==> src/rtl/tmr16_cap_reload.sv <==
module tmr16_cap_reload #(
  parameter int MC_DIV = 12
) (
  input  logic       clk,
  input  logic       rst_n,
  input  logic       reg_we,
  input  logic [2:0] reg_addr,
  input  logic [7:0] reg_wdata,
  output logic [7:0] reg_rdata,
  input  logic       ext_cnt,
  input  logic       ext_trig,
  output logic       baud_tick
);
  timeunit 1ns;
  timeprecision 1ps;

  localparam int DIVW = (MC_DIV > 1) ? $clog2(MC_DIV) : 1;
  localparam logic [DIVW-1:0] DIV_LAST = DIVW'(MC_DIV - 1);
  localparam logic [1:0] M_CAP = 2'b00, M_UP = 2'b01, M_DN = 2'b10, M_BAUD = 2'b11;
  localparam logic [2:0] A_CTRL = 3'd0, A_CNTL = 3'd1, A_CNTH = 3'd2,
                         A_RLDL = 3'd3, A_RLDH = 3'd4;

  logic [DIVW-1:0] div_q;
  logic [15:0]     cnt_q, rld_q, cnt_d, rld_d;
  logic            ovf_q, tflg_q, ten_q, run_q, csel_q;
  logic [1:0]      mode_q;
  logic            csmp_q, cpend_q, tsmp_q, tick_q;
  logic            ovf_set, tflg_set, tick_d;
  logic [7:0]      ctrl_q;

  wire mc_stb  = (div_q == DIV_LAST);
  wire inc     = run_q & mc_stb & (csel_q ? cpend_q : 1'b1);
  wire tfall   = run_q & mc_stb & ten_q & tsmp_q & ~ext_trig;
  wire cnt_max = &cnt_q;
  wire wr_ctrl = reg_we & (reg_addr == A_CTRL);
  wire wr_cntl = reg_we & (reg_addr == A_CNTL);
  wire wr_cnth = reg_we & (reg_addr == A_CNTH);
  wire wr_rldl = reg_we & (reg_addr == A_RLDL);
  wire wr_rldh = reg_we & (reg_addr == A_RLDH);

  assign ctrl_q    = {ovf_q, tflg_q, ten_q, run_q, csel_q, mode_q, 1'b0};
  assign baud_tick = tick_q;

  always_ff @(posedge clk or negedge rst_n) begin
    if (!rst_n) div_q <= '0;
    else        div_q <= mc_stb ? '0 : div_q + 1'b1;
  end

  always_ff @(posedge clk or negedge rst_n) begin
    if (!rst_n) begin
      csmp_q  <= 1'b0;
      cpend_q <= 1'b0;
      tsmp_q  <= 1'b0;
    end else if (mc_stb) begin
      csmp_q  <= ext_cnt;
      cpend_q <= csmp_q & ~ext_cnt;
      tsmp_q  <= ext_trig;
    end
  end

  always_comb begin
    cnt_d    = cnt_q;
    rld_d    = rld_q;
    ovf_set  = 1'b0;
    tflg_set = 1'b0;
    tick_d   = 1'b0;
    unique case (mode_q)
      M_CAP: begin
        if (tfall) begin
          rld_d    = cnt_q;
          tflg_set = 1'b1;
        end
        if (inc) begin
          cnt_d   = cnt_q + 16'd1;
          ovf_set = cnt_max;
        end
      end
      M_UP: begin
        if (tfall) begin
          cnt_d    = rld_q;
          tflg_set = 1'b1;
          ovf_set  = inc & cnt_max;
        end else if (inc) begin
          cnt_d   = cnt_max ? rld_q : cnt_q + 16'd1;
          ovf_set = cnt_max;
        end
      end
      M_DN: begin
        if (inc) begin
          cnt_d   = (cnt_q == rld_q) ? 16'hFFFF : cnt_q - 16'd1;
          ovf_set = (cnt_q == rld_q);
        end
      end
      M_BAUD: begin
        if (inc) begin
          cnt_d  = cnt_max ? rld_q : cnt_q + 16'd1;
          tick_d = cnt_max;
        end
      end
    endcase
  end

  always_ff @(posedge clk or negedge rst_n) begin
    if (!rst_n) begin
      cnt_q  <= '0;
      rld_q  <= '0;
      tick_q <= 1'b0;
    end else begin
      tick_q <= tick_d;
      if (wr_cntl)      cnt_q <= {cnt_q[15:8], reg_wdata};
      else if (wr_cnth) cnt_q <= {reg_wdata, cnt_q[7:0]};
      else              cnt_q <= cnt_d;
      if (wr_rldl)      rld_q <= {rld_q[15:8], reg_wdata};
      else if (wr_rldh) rld_q <= {reg_wdata, rld_q[7:0]};
      else              rld_q <= rld_d;
    end
  end

  always_ff @(posedge clk or negedge rst_n) begin
    if (!rst_n) begin
      {ovf_q, tflg_q, ten_q, run_q, csel_q, mode_q} <= '0;
    end else if (wr_ctrl) begin
      {ovf_q, tflg_q, ten_q, run_q, csel_q, mode_q} <= reg_wdata[7:1];
    end else begin
      ovf_q  <= ovf_q | ovf_set;
      tflg_q <= tflg_q | tflg_set;
    end
  end

  always_comb begin
    unique case (reg_addr)
      A_CTRL:  reg_rdata = ctrl_q;
      A_CNTL:  reg_rdata = cnt_q[7:0];
      A_CNTH:  reg_rdata = cnt_q[15:8];
      A_RLDL:  reg_rdata = rld_q[7:0];
      A_RLDH:  reg_rdata = rld_q[15:8];
      default: reg_rdata = 8'h00;
    endcase
  end

endmodule

==> config.mk <==
export PLATFORM = sky130hd
export DESIGN_NAME = tmr16_cap_reload
export DESIGN_NICKNAME = d
export VERILOG_FILES = /design/src/rtl/tmr16_cap_reload.sv
export SDC_FILE = /design/constraint.sdc
export NUM_CORES = 1
export LEC_CHECK = 0
export ABC_AREA = 1
export ABC_CLOCK_PERIOD_IN_PS = 1900
export BUFFER_PORTS_ARGS = -buffer_cell sky130_fd_sc_hd__buf_2
export CORE_MARGIN = 2
export CORE_UTILIZATION = 46
export DETAILED_ROUTE_END_ITERATION = 10
export GPL_TIMING_DRIVEN = 0
export PLACE_DENSITY_LB_ADDON = 0.12
export SLEW_MARGIN = 20
export SYNTH_ARGS = -nofsm -noshare
export SYNTH_HDL_FRONTEND = slang
export SYNTH_SLANG_ARGS = --single-unit
==> constraint.sdc <==
create_clock -name clk -period 1.9 [get_ports clk]
set_input_delay 0.19 -clock clk [delete_from_list [all_inputs] [get_ports clk]]
set_output_delay 0.19 -clock clk [all_outputs]
set_load 0.005 [all_outputs]
==> flow_results.org, run 1 <==
** Die
- Std cell rows :: 34
- The floorplan step defined a die boundary enclosing 9930 µm².
- Count of pins on the block boundary :: 25
- Width of the die :: 99.6 µm
- Starting Density :: 47.8%
- Area of the core region :: 8810 µm²
- Die height :: 99.6 µm

** Power
- Power per standard cell area :: 1280 nW/µm²
- The clock network is responsible for 11.1% of the overall power.
- In this run the power spent charging and discharging nets is 0.00350 W.
- The analysis attributes to cell leakage a power of 2.59 nW.
- Cell internal power dissipation :: 0.00339 W
- Comb power frac :: 65.5%
- IR analysis of the VDD net gives a maximum drop of 0.470 mV.
- The share of total power dissipated in sequential elements is 23.5%.
- In this run switching power makes up 50.8% of total power.

** Finish
- Net count reported at finish :: 726
- Cells with a size suffix above 1 make up 31.8% of the layout.
- For this run, the share of the core covered by cells in the final layout is 61.3%.
- The finished cells cover 5400 µm².
- In the layout the commonest cells are 140 x sky130_fd_sc_hd__nand2_1, 60 x sky130_fd_sc_hd__inv_1, 45 x sky130_fd_sc_hd__dfrtp_1.
- Leading cell type in the layout, fill and taps excluded :: sky130_fd_sc_hd__nand2_1
- The area growth from synthesis to layout is 28.3%.
- Number of diodes added for antenna fixing :: 0
- Final non-filler cell total :: 815

** Placement
- Before CTS, the worst setup slack after placement is -0.542 ns.
- Post-detailed-placement half-perimeter wirelength :: 11.3 mm
- Counting tap cells, the placed design contains a total of 765 instances.
- Quantity of I/O buffers inserted on ports :: 24
- Summing all placed instances gives a cell area of 4460 µm².
- The congestion estimate from routability-driven global placement came to 0.968.

** Clock network
- Count of H-tree levels built during CTS :: 2
- TritonCTS built the clock tree.
- At the later pin of the worst-skew pair, clock insertion delay measures 0.30 ns.
- In this run, CTS created clock tree buffers numbering 5.
- The tree is rooted in a sky130_fd_sc_hd__clkbuf_8.
- CTS clock-pin slew for the worst setup and hold paths :: 0.10 ns
- Clock tree buffer depth :: 2
- Clock tree sinks :: 47

** GRT
- Across every metal layer, demand over resource in global routing totals 33.0%.
- The number of antenna violations at the first check in global routing is 0.
- Pin count of the biggest net entering global routing :: 48
- The total overflow left after global routing is 0.
- Wire length of the first global-routing pass :: 25.0 mm
- The via count of the first global-routing pass came to 4486.

** Logic synthesis
- Of the total synthesized cell area, the portion taken by XOR and XNOR cells is 6.25%.
- Area share of fa/ha/maj cells after synthesis :: 0.892%
- Synthesized-area fraction occupied by and/or/nand/nor cells :: 31.1%
- Complex-gate fraction of the synthesized area :: 21.8%
- Summed over all instances, the cell type with the most area after synthesis is sky130_fd_sc_hd__dfrtp_1.
- The share of the Yosys chip area taken by registers is 28.0%.
- The most used flip-flop cell after synthesis is sky130_fd_sc_hd__dfrtp_1.
- Counting flops with a built-in enable in the synthesized netlist gives 0.
- Synthesized area :: 4210 µm²
- Counting every instance in the synthesized netlist gives 633.
- Of the post-synthesis cell area, the part taken by muxes is 0%.
- The share of synthesized area in the top cell type comes to 28.0%.
- Mapped Avg Cell Area :: 6.65 µm²
- The number of nets in the synthesized netlist is 652.
- Largest cells by area after synthesis :: sky130_fd_sc_hd__dfrtp_1 28%, sky130_fd_sc_hd__nand2_1 14%, sky130_fd_sc_hd__a21oi_1 6.3%
- Yosys printed 0 warnings.
- The number of different library cells used by synthesis comes to 47.
- By area, the combinational part of the netlist is dominated by simple AND/OR/NAND/NOR gates.
- Register bit total from synthesis :: 47
- Asr flop ratio synth :: 100%

** Timing
- For the pin with the worst max-slew slack, the measured transition is 0.637 ns.
- Dividing the final minimum period by the clock period gives 102%.
- Final min period :: 1.93 ns
- Measured against its own limit, the worst slew margin works out to 57.5%.
- The number of hold violations in the final report is 0.
- Setup repair after global routing could not meet its margin everywhere.
- Worst Skew :: 0.00629 ns
- Once routing completed, OpenROAD measured the worst setup slack at -0.0338 ns.
- For this run, the top clock speed supported by timing is 0.517 GHz.
- Setup violations remaining at the end of the flow were counted as 10.
- Final count of pins violating max slew :: 0

** Drt
- The detail route stage leaves a number of antenna-violating nets equal to 0.
- Overall via count from detail_route :: 4800
- Routed length per instance :: 20.0 µm
- Detailed-route DRC error count :: 0
- DRT Pass-1 Iters :: 6
- Initial DRC Count :: 389
- Routed via count divided by cell count :: 5.89
- WL final :: 16.3 mm

** Status
- Violations in the final reports :: setup timing
- Outcome :: finished, violations left

** Setup path
- Among the stages of the critical path, the cell type that occurs most often is sky130_fd_sc_hd__inv_4.
- STA classifies the critical path startpoint as a flip-flop.
- Cell with the biggest individual delay on the critical path :: sky130_fd_sc_hd__dfrtp_2
- The critical path in this run is classified as reg2reg.
- Maximum fanout along the worst path :: 3
- Ordered cell list for the critical path :: buf_6 -> inv_4 -> ha_4 -> inv_4 -> nor2_4 -> nand2_4 -> nor2_1 -> nand2_1 -> xor2_1 -> o21ai_0 -> inv_1 -> nand2_2 -> a21oi_2
- The largest single stage delay on the critical path is 0.45 ns.
- The number of buffers and inverters on the critical path is 4.
- The kind of cell with the highest combined delay along the critical path is simple AND/OR/NAND/NOR gates.
- Data arrives at the worst endpoint at 2.13 ns.
- At the worst endpoint, the required time is 2.10 ns.
- The worst setup path is captured at a flip-flop.

** Min path
- Path category of the worst min-delay check :: in2reg

** Flow run
- Max-cap violations in this run came to 0.
==> what timing repair did <==
action / 4_1_cts / 5_1_grt
resized for setup: 75 / 63
pin swaps: 38 / 32
buffers inserted: 23 / 17
cloned: 2 / 0
hold endpoints to repair: 0 / 47
hold buffers: 0 / 1
endpoints found under the setup margin: 36 / 35
==> power by group through the flow <==
stage,Sequential [W],Combinational (W),Clock [W]
6_report,0.00162,0.00451,0.000762
5_1_grt,0.00165,0.00487,0.000802
4_1_cts,0.00159,0.00389,0.000758
3_5_place_dp,0.00162,0.00343,0
3_3_place_gp,0.00161,0.00341,0
2_1_floorplan,0.00152,0.00255,0
==> path summary, 6_finish.rpt <==
path	start	endpoint	slack, ns	cells after the start
worst max-delay path	cnt_q[1]$_DFFE_PN0P_	cnt_q[14]$_DFFE_PN0P_	-0.03	13
min in group asynchronous	rst_n	csmp_q$_DFFE_PN0N_	0.46	2
worst min register to register	tsmp_q$_DFFE_PN0N_	tsmp_q$_DFFE_PN0N_	0.50	2
worst max register to register	cnt_q[1]$_DFFE_PN0P_	cnt_q[14]$_DFFE_PN0P_	-0.03	13
worst min-delay path	ext_trig	tsmp_q$_DFFE_PN0N_	0.1	3
max in group asynchronous	rst_n	cnt_q[1]$_DFFE_PN0P_	0.98	2
==> layer usage <==
| layer | global-route usage, % | routed length [µm] | up-vias |
|---|---|---|---|
| li1 | - | - | 2224 |
| met1 | 45.3 | 6680 | 2236 |
| met2 | 50.5 | 7220 | 285 |
| met3 | 7.24 | 1640 | 55 |
| met4 | 13.7 | 755 | 0 |
| met5 | 0 | 0 | - |
==> layout make-up <==
type	count	area (µm²)
timing repair buffer	67	494
inverter	82	327
multi-input combinational	476	2920
sequential	47	1180
clock inverter	2	37.5
buffer	28	235
tap	108	135
fill	818	3410
clock buffer	5	68.8
==> worst register-to-register path: stages (launching register included) <==
cell and delay, ns:
sky130_fd_sc_hd__dfrtp_2 0.45, sky130_fd_sc_hd__buf_6 0.14, sky130_fd_sc_hd__inv_4 0.06, sky130_fd_sc_hd__ha_4 0.13
sky130_fd_sc_hd__inv_4 0.04, sky130_fd_sc_hd__nor2_4 0.12, sky130_fd_sc_hd__nand2_4 0.09, sky130_fd_sc_hd__nor2_1 0.18
sky130_fd_sc_hd__nand2_1 0.10, sky130_fd_sc_hd__xor2_1 0.14, sky130_fd_sc_hd__o21ai_0 0.18, sky130_fd_sc_hd__inv_1 0.07
sky130_fd_sc_hd__nand2_2 0.09, sky130_fd_sc_hd__a21oi_2 0.05
==> through the flow <==
stage               TNS (ns)  total power (W)  hold WS (ns)
finish                -0.186          0.00689        0.0997
detailed placement     -9.79          0.00505         0.408
global route           -1.64          0.00732         0.101
global placement      -10.33          0.00502         0.406
floorplan                  0          0.00406        -0.106
CTS                   -0.303          0.00624        0.0954
==> cell families after synthesis <==
| group | after synthesis |
|---|---|
| buffers and inverters | 110 |
| AO/OA/AOI/OAI | 153 |
| adder cells (fa/ha/maj) | 3 |
| flip-flops | 47 |
| AND/OR/NAND/NOR | 290 |
| XOR/XNOR | 30 |
==> flip-flops by register name, summed over array words and instances (netlist names) <==
register   count
csel_q         1
csmp_q         1
run_q          1
div_q          4
cpend_q        1
baud_tick      1
tflg_q         1
rld_q         16
ten_q          1
mode_q         2
cnt_q         16
tsmp_q         1
ovf_q          1
==> Yosys cell counts, types with 4 or more instances <==
| master | number |
|---|---|
| sky130_fd_sc_hd__nand2_2 | 11 |
| sky130_fd_sc_hd__xnor2_1 | 10 |
| sky130_fd_sc_hd__nand3_1 | 38 |
| sky130_fd_sc_hd__buf_4 | 8 |
| sky130_fd_sc_hd__nand4_1 | 5 |
| sky130_fd_sc_hd__o21ai_1 | 10 |
| sky130_fd_sc_hd__a221oi_1 | 6 |
| sky130_fd_sc_hd__nand2_1 | 160 |
| sky130_fd_sc_hd__o22ai_1 | 12 |
| sky130_fd_sc_hd__clkbuf_1 | 4 |
| sky130_fd_sc_hd__buf_2 | 8 |
| sky130_fd_sc_hd__inv_2 | 15 |
| sky130_fd_sc_hd__buf_6 | 6 |
| sky130_fd_sc_hd__xor2_1 | 20 |
| sky130_fd_sc_hd__dfrtp_1 | 47 |
| sky130_fd_sc_hd__inv_1 | 67 |
| sky130_fd_sc_hd__o211ai_1 | 8 |
| sky130_fd_sc_hd__nor3_2 | 4 |
| sky130_fd_sc_hd__nor3_1 | 4 |
| sky130_fd_sc_hd__a21oi_1 | 53 |
| sky130_fd_sc_hd__nor2_1 | 53 |
| sky130_fd_sc_hd__o21ai_0 | 44 |
No activity file was read; power rests on OpenSTA's default activity.
==> inputs of run 2 (changes only) <==
--- a/config.mk
+++ b/config.mk
@@ -13,7 +13,8 @@
 export DETAILED_ROUTE_END_ITERATION = 10
 export GPL_TIMING_DRIVEN = 0
 export PLACE_DENSITY_LB_ADDON = 0.12
-export SLEW_MARGIN = 20
+export REMOVE_ABC_BUFFERS = 1
 export SYNTH_ARGS = -nofsm -noshare
 export SYNTH_HDL_FRONTEND = slang
 export SYNTH_SLANG_ARGS = --single-unit
+export TNS_END_PERCENT = 10
==> run 2 against run 1 <==
Cell count fell by 3.6%; the run still ends with setup timing left; register-to-register slack got worse by 0.07 ns; first-iteration DRC count rose by 6.9%; global-route usage fell by 1.3 points; clock power fell by 8.0%; critical path depth fell by 2; critical endpoint is now cnt_q[10]$_DFFE_PN0P_; power fell by 6.7%.
==> flow_results.org, run 2 (synthesis gave the netlist of run 1 again) <==
** Finish
- The count of cells in the finished layout, fillers not included, comes to 786.
- Final cell area excluding filler cells :: 5110 µm²
- Layout-stage area growth over the synthesis result :: 21.6%
- Counting the fill cells in the layout gives 872.
- Cells fill 58.1% of the core in the end.
- The largest registers in the layout are cnt_q: 16 flops, rld_q: 16 flops, div_q: 4 flops.
- Share of cells above drive strength 1 :: 29.1%
- In the layout the commonest cells are 144 x sky130_fd_sc_hd__nand2_1, 59 x sky130_fd_sc_hd__inv_1, 44 x sky130_fd_sc_hd__a21oi_1.
- Number of diodes added for antenna fixing :: 0
- The library cell used most frequently in the layout, excluding fill and tap cells, is sky130_fd_sc_hd__nand2_1.
- In the final design database the tool counted 696 nets.

** GRT
- Global routing used 31.7% of the available tracks.
- Pin count of the biggest net entering global routing :: 48
- The first global-routing pass estimated 24.2 mm of wire.
- The number of antenna violations at the first check in global routing is 0.
- Aggregate global routing overflow :: 0
- Number of global-route vias before repair :: 4371

** Setup path
- By startpoint and endpoint, the worst setup path is classified as reg2reg.
- Dominant delay contributor by cell family on the critical path :: simple AND/OR/NAND/NOR gates
- The worst register-to-register path has a depth of 11.
- Crit path top cell by count :: sky130_fd_sc_hd__nand2_4
- Across all register-to-register paths, the minimum setup slack is -0.1 ns.
- Endpoint type of the worst setup path :: flip-flop
- The endpoint identified for the worst register-to-register timing path is cnt_q[10]$_DFFE_PN0P_.
- Traced cell by cell, the critical path runs through buf_6 -> buf_12 -> xnor2_1 -> nand3_1 -> nor2_2 -> nand2_4 -> nand2_4 -> o21ai_0 -> nor2_1 -> nand2_1 -> a21oi_1.
- The worst setup path is launched from a flip-flop.
- Worst path max stage delay :: 0.46 ns
- Required time of the critical path :: 2.14 ns
- Counting both buffers and inverters, the worst setup path holds a total of 2.
- In this run the worst path has a maximum fanout of 8.
- Worst R2R Start :: cnt_q[1]$_DFFE_PN0P_
- Cell with the biggest individual delay on the critical path :: sky130_fd_sc_hd__dfrtp_2
- WP data arrival :: 2.24 ns

** Placement
- After detailed placement, the design holds a cell count of 737.
- At the end of routability-driven placement, the weighted congestion stood at 0.995.
- The placed instances occupy a cell area of 4270 µm².
- Quantity of I/O buffers inserted on ports :: 24
- Post-detailed-placement half-perimeter wirelength :: 10.6 mm

** Drt
- Detailed-route DRC error count :: 0
- Using the TritonRoute via totals, the vias-per-cell ratio works out to 5.93.
- In this run, the number of DRC markers left after iteration 0 of detailed routing was 416.
- Antenna viol nets, final :: 0
- WL final :: 15.6 mm
- The pre-antenna-repair detailed-routing pass consisted of 6 iterations.
- The detailed router placed 4663 vias in this run.
- In the final routed layout, each cell accounts on average for 19.8 µm.

** Timing
- The final number of max-transition violations was 0.
- Worst Skew :: 0.0117 ns
- Highest clock rate :: 0.500 GHz
- Setup slack on the critical path of the routed design comes to -0.0994 ns.
- RSZ-0062 raised after global routing :: true
- Transition time at the pin with the least slew margin :: 1.11 ns
- Slew headroom :: 25.8%
- Setup violations remaining at the end of the flow were counted as 16.
- Final-report hold violation count :: 0
- Final min period :: 2.00 ns
- The final critical path takes up 105% of the cycle.

** Die
- Die area :: 9930 µm²
- For this design the top-level I/O count stands at 25.
- Area of the core region :: 8810 µm²
- Die height :: 99.6 µm
- Width of the die :: 99.6 µm
- Std cell rows :: 34
- The initial utilization of the core area, before any placement, comes to 47.8%.

** Power
- Net switching is 51.6% of the power.
- Summed over all nets, the switching power comes to 0.00332 W.
- In this run, flip-flops and latches consume 31.2% of the power.
- Comb power frac :: 58.0%
- For this design the ratio of total power to cell area is 1260 nW/µm².
- VDD IR-drop max :: 0.773 mV
- Leakage :: 2.46 nW
- Clk pwr share :: 10.9%
- Cell internal power was estimated by the tool at 0.00311 W.

** Clock network
- Clock tree synthesis inserted a total of 5 buffers.
- In this run the number of H-tree levels came out at 2.
- The clock net in this run drives a total of 47 sinks.
- In this run, post-CTS hold repair placed 0 buffers.
- CTS clock-pin slew for the worst setup and hold paths :: 0.11 ns
- Root Buffer :: sky130_fd_sc_hd__clkbuf_8
- Worst skew pair latency :: 0.32 ns
- TritonCTS built the clock tree.
- Clock tree buffer depth :: 2

** Status
- The final reports fail on setup timing.
- Outcome :: finished, violations left

** Min path
- Hold path depth :: 3
- For hold timing, the worst endpoint is tsmp_q$_DFFE_PN0N_.
- The worst hold path begins at ext_trig.
- The path class of the tightest hold or removal check is in2reg.

** Flow run
- Across the run, the number of max-cap violations was 0.
## run 2: cell types whose count changed in the layout (fill, tap and decap cells not counted), sizes merged
cell         before  now
buf              89   63
inv              81   84
bufinv            1    0
dlygate4sd3       1    0
clkbuf           10    6
clkinvlp          2    1
nand2           173  174
## run 2: worst max-delay path by stage
stage | slack [ns] | start | end | cells after the start
after floorplan | -0.17 | div_q[0]$_DFF_PN0_ | cnt_q[4]$_DFFE_PN0P_ | 8
after global placement | -1.08 | div_q[0]$_DFF_PN0_ | cnt_q[6]$_DFFE_PN0P_ | 8
after detailed placement | -1.09 | div_q[0]$_DFF_PN0_ | cnt_q[5]$_DFFE_PN0P_ | 8
after CTS | -0.05 | cnt_q[0]$_DFFE_PN0P_ | cnt_q[13]$_DFFE_PN0P_ | 11
after global routing | -0.16 | div_q[1]$_DFF_PN0_ | cnt_q[2]$_DFFE_PN0P_ | 13
final | -0.1 | cnt_q[1]$_DFFE_PN0P_ | cnt_q[10]$_DFFE_PN0P_ | 11
## run 2: worst register-to-register path, stage by stage (launching register included)
cell and delay [ns]:
sky130_fd_sc_hd__dfrtp_2 0.46, sky130_fd_sc_hd__buf_6 0.15, sky130_fd_sc_hd__buf_12 0.12, sky130_fd_sc_hd__xnor2_1 0.13
sky130_fd_sc_hd__nand3_1 0.17, sky130_fd_sc_hd__nor2_2 0.21, sky130_fd_sc_hd__nand2_4 0.15, sky130_fd_sc_hd__nand2_4 0.14
sky130_fd_sc_hd__o21ai_0 0.08, sky130_fd_sc_hd__nor2_1 0.13, sky130_fd_sc_hd__nand2_1 0.07, sky130_fd_sc_hd__a21oi_1 0.12
## run 2: power by group through the flow
stage / registers, W / logic (W) / clock network [W]
after floorplan: 0.00174 / 0.00214 / 0
after global placement: 0.00199 / 0.00273 / 0
after detailed placement: 0.00199 / 0.00278 / 0
after CTS: 0.00197 / 0.00335 / 0.000707
after global routing: 0.00203 / 0.00410 / 0.000743
final: 0.00200 / 0.00373 / 0.000701
## run 2: what timing repair did
| action | CTS | global route |
|---|---|---|
| gates resized for setup | 68 | 50 |
| buffers inserted | 33 | 7 |
| endpoints found under the setup margin | 36 | 37 |
| cloned | 1 | 0 |
| pin swaps | 19 | 24 |
## run 2: area by class of cell
class	count	area [µm²]	share of cell area [%]
Multi-Input combinational cell	477	2870	56.0
Sequential cell	47	1190	23.4
Timing Repair Buffer	64	494	9.66
Inverter	82	327	6.38
Tap cell	108	135	2.64
Clock buffer	5	68.8	1.35
Clock inverter	3	28.8	0.563
## run 2: per-layer routing
metal	vias up	global-route usage (%)	share of wire, %
li1	2181	-	-
met1	2176	43.0	42
met2	261	52.7	46
met3	45	5.55	9.5
met4	0	7.90	3.3
met5	-	0	0
## run 2: through the flow
stage,setup slack [ns],setup TNS (ns),total power (W),hold slack [ns]
6_report,-0.0994,-0.688,0.00643,0.0714
5_1_grt,-0.157,-2.24,0.00688,0.0743
4_1_cts,-0.0499,-0.392,0.00603,0.0702
3_5_place_dp,-1.09,-25.15,0.00477,0.406
3_3_place_gp,-1.08,-24.42,0.00472,0.401
2_1_floorplan,-0.173,-1.74,0.00388,-0.106
==> inputs of run 3 (changes only) <==
--- a/config.mk
+++ b/config.mk
@@ -5,7 +5,6 @@
 export SDC_FILE = /design/constraint.sdc
 export NUM_CORES = 1
 export LEC_CHECK = 0
-export ABC_AREA = 1
 export ABC_CLOCK_PERIOD_IN_PS = 1900
 export BUFFER_PORTS_ARGS = -buffer_cell sky130_fd_sc_hd__buf_2
 export CORE_MARGIN = 2
@@ -14,6 +13,7 @@
 export GPL_TIMING_DRIVEN = 0
 export PLACE_DENSITY_LB_ADDON = 0.12
 export REMOVE_ABC_BUFFERS = 1
+export SKIP_CTS_REPAIR_TIMING = 1
 export SYNTH_ARGS = -nofsm -noshare
 export SYNTH_HDL_FRONTEND = slang
 export SYNTH_SLANG_ARGS = --single-unit
==> run 3 against run 2 <==
The flow still finishes with violations (setup timing); clock skew shrank 0.0040 ns; largest cell class unchanged; cell count is 14% lower; global-route usage is 2.0 points lower; non-clock buffer count is 37 higher; critical endpoint is now cnt_q[15]$_DFFE_PN0P_; critical path type unchanged; count of clock-buffer cells in the layout stayed put; core utilization is 1.2 points higher; synthesized area fell by 3.1%; clock power rose by 17%.
==> flow_results.org, run 3 <==
** Finish
- Leaving out fill and tap cells, the most frequent cells in the layout are 71 x sky130_fd_sc_hd__buf_4, 45 x sky130_fd_sc_hd__nand2_1, 40 x sky130_fd_sc_hd__o21ai_0.
- After routing the design area is 5150 µm².
- The repair_antennas step left the layout with diodes totalling 0.
- Final Core Density :: 59.3%
- The area growth from synthesis to layout is 26.3%.
- Of the cells placed in the final design, the portion with a size suffix greater than 1 is 30.8%.
- FILL cells :: 804
- The largest registers in the layout are cnt_q: 16 flops, rld_q: 16 flops, div_q: 4 flops.
- Leading cell type in the layout, fill and taps excluded :: sky130_fd_sc_hd__buf_4
- The net count of the finished layout is 587.

** Logic synthesis
- Yosys cell types :: 64
- Commonest register cell after synthesis :: sky130_fd_sc_hd__dfrtp_1
- Biggest area consumer among synthesized cells :: sky130_fd_sc_hd__dfrtp_1
- Cells after Synth :: 505
- In the synthesized netlist the async set-or-reset flop fraction comes to 100%.
- Register bit total from synthesis :: 47
- The synthesized design contains 0 enable-type register cells.
- Averaged over all synthesized cells, the footprint is 8.07 µm².
- Synth cell count leaders :: 49 x sky130_fd_sc_hd__nand2_1, 47 x sky130_fd_sc_hd__dfrtp_1, 45 x sky130_fd_sc_hd__o21ai_0, 38 x sky130_fd_sc_hd__clkbuf_1, 35 x sky130_fd_sc_hd__nor2_1
- Share of synthesized area occupied by flip-flops and latches :: 28.8%
- Fraction of post-synthesis cell area in the top cell type by area :: 28.8%
- Synth warn :: 0
- Most frequently used cell type in the post-synthesis netlist :: sky130_fd_sc_hd__nand2_1
- Synthesized area :: 4080 µm²
- Largest cells by area after synthesis :: sky130_fd_sc_hd__dfrtp_1 29%, sky130_fd_sc_hd__xor2_1 6.7%, sky130_fd_sc_hd__o21ai_0 5.5%

** Clock network
- Root Buffer :: sky130_fd_sc_hd__clkbuf_8
- Worst skew pair latency :: 0.32 ns
- TritonCTS built the clock tree.
- In this run, CTS created clock tree buffers numbering 5.
- Count of H-tree levels built during CTS :: 2
- Clock tree buffer depth :: 2
- Clock tree sinks :: 47
- Clock-pin slew was measured on the worst setup and hold paths at 0.10 ns.

** Timing
- After layout, the worst path uses 135% of the clock period.
- Setup violations remaining at the end of the flow were counted as 21.
- Final count of pins violating max slew :: 0
- Final WS setup :: -0.674 ns
- Clock skew on the completed layout was measured at 0.00766 ns.
- The number of hold violations in the final report is 0.
- RSZ-0062 raised after global routing :: true
- Final min period :: 2.57 ns
- Worst hold margin :: 0.0704 ns
- Highest clock rate :: 0.389 GHz
- Transition time at the pin with the least slew margin :: 1.21 ns
- Measured against its own limit, the worst slew margin works out to 18.7%.

** Power
- Leakage :: 2.15 nW
- VDD IR-drop max :: 0.563 mV
- In this run the power density over the cells is 1280 nW/µm².
- Post-layout total power :: 0.00659 W

** Die
- During I/O placement, the number of pins put on the boundary was 25.
- The die is 98.2 µm wide.
- In this run the vertical extent of the chip is 98.2 µm.
- The die covers 9630 µm².
- The floorplan has 34 rows.
- Starting Density :: 47.0%
- Area of the core region :: 8680 µm²

** Drt
- Wires add up to 15.7 mm.
- DRT Pass-1 Iters :: 7
- In the routed design, unresolved DRC markers number 0.
- The count of nets left with antenna violations once routing finished came out at 0.
- For this block, the initial DRC count from the detailed router was 680.
- Routed via count divided by cell count :: 6.64
- Routed length per instance :: 23.1 µm
- Overall via count from detail_route :: 4492

** GRT
- Summed over all layers, the global routing overflow is 0.
- Met1 usage :: 45.1%
- The number of antenna violations at the first check in global routing is 0.
- For this run, global-route usage on met2 was measured as 43.6%.
- Number of global-route vias before repair :: 3729
- The first global-routing pass estimated 22.1 mm of wire.
- For this run, global-route usage on met3 was measured as 3.44%.
- GRT Resource Usage Total :: 29.7%
- Entering global routing, the biggest net connects 48 pins.
- In this run the most used layer during global routing was met1.

** Setup path
- Required time of the critical path :: 2.10 ns
- STA classifies the critical path endpoint as a flip-flop.
- The endpoint identified for the worst register-to-register timing path is cnt_q[15]$_DFFE_PN0P_.
- WP data arrival :: 2.78 ns
- Category of the worst setup path launch point :: flip-flop
- The setup check on the worst reg-to-reg path leaves a slack of -0.67 ns.
- Depth of the worst register-to-register path :: 6
- In this run the critical register-to-register path is launched from cnt_q[3]$_DFFE_PN0P_.
- Maximum fanout along the worst path :: 7
- WS Path Type :: reg2reg

** Placement
- Summed over all nets, the half-perimeter wirelength after detailed placement is 9.69 mm.
- Post-placement cell area :: 4150 µm²
- Routability cong. :: 0.964
- In this run the tool buffered the top-level ports with 24 buffer cells.
- Pre-CTS setup slack :: -1.30 ns

** Status
- The checks that failed: setup timing.
- The flow ran to the end, but the final reports show violations.

** Flow run
- Count of maximum capacitance violations :: 0

** Min path
- Path category of the worst min-delay check :: in2async
[run 3: cell families (layout without fill, tap and decap cells)]
family | count (synthesis) | after routing | share of synthesized area [%]
compound gates | 149 | 149 | 24.3
flops | 47 | 47 | 28.8
mux | 29 | 29 | 7.98
simple gates | 178 | 180 | 22.6
xor+xnor | 46 | 46 | 9.88
fa+ha+maj | 3 | 3 | 0.921
buf+inv | 53 | 115 | 5.43
[run 3: per-stage QoR]
stage,cells,TNS (ns)
final,677,-8.32
after CTS,598,-27.92
after global routing,677,-10.37
after detailed placement,590,-27.43
after global placement,590,-39.94
after floorplan,458,-7.28
[run 3: layout make-up]
type,instances,area (µm²),area share (%)
clock inverters,3,47.5,0.923
multi-input cells,407,2930,56.9
inverters,6,26.3,0.510
clock buffers,5,68.8,1.34
repair buffers,101,732,14.2
flip-flops and latches,47,1210,23.5
well taps,108,135,2.62
[run 3: worst max-delay path by stage]
stage | startpoint | endpoint | depth (start not counted) | slack, ns
2_1_floorplan | cnt_q[4]$_DFFE_PN0P_ | cnt_q[15]$_DFFE_PN0P_ | 6 | -0.55
5_1_grt | cnt_q[3]$_DFFE_PN0P_ | cnt_q[15]$_DFFE_PN0P_ | 6 | -0.73
6_report | cnt_q[3]$_DFFE_PN0P_ | cnt_q[15]$_DFFE_PN0P_ | 6 | -0.67
3_5_place_dp | cnt_q[8]$_DFFE_PN0P_ | cnt_q[11]$_DFFE_PN0P_ | 6 | -1.30
3_3_place_gp | reg_addr[1] | cnt_q[7]$_DFFE_PN0P_ | 6 | -2.04
4_1_cts | cnt_q[8]$_DFFE_PN0P_ | cnt_q[11]$_DFFE_PN0P_ | 6 | -1.33
[run 3: worst max-delay path: stages, from the launching register on]
cell and delay, ns:
sky130_fd_sc_hd__dfrtp_4 0.54, sky130_fd_sc_hd__or4_4 0.58, sky130_fd_sc_hd__or3_4 0.42, sky130_fd_sc_hd__or3b_1 0.39, sky130_fd_sc_hd__xnor2_1 0.14, sky130_fd_sc_hd__o31ai_1 0.27, sky130_fd_sc_hd__a211oi_2 0.11
[run 3: power by group]
part / switching, W / leakage (nW) / internal, W
Clock: 0.000418 / 0.0587 / 0.000400
Combinational: 0.00175 / 1.53 / 0.00175
Sequential: 0.000885 / 0.565 / 0.00138
[run 3: routing by layer]
layer / share of wire, % / wire (µm) / vias up
met1: 40 / 6240 / 2087
met4: 4.2 / 659 / 0
met2: 44 / 6910 / 333
li1: - / - / 2008
met5: 0 / 0 / -
met3: 12 / 1850 / 64
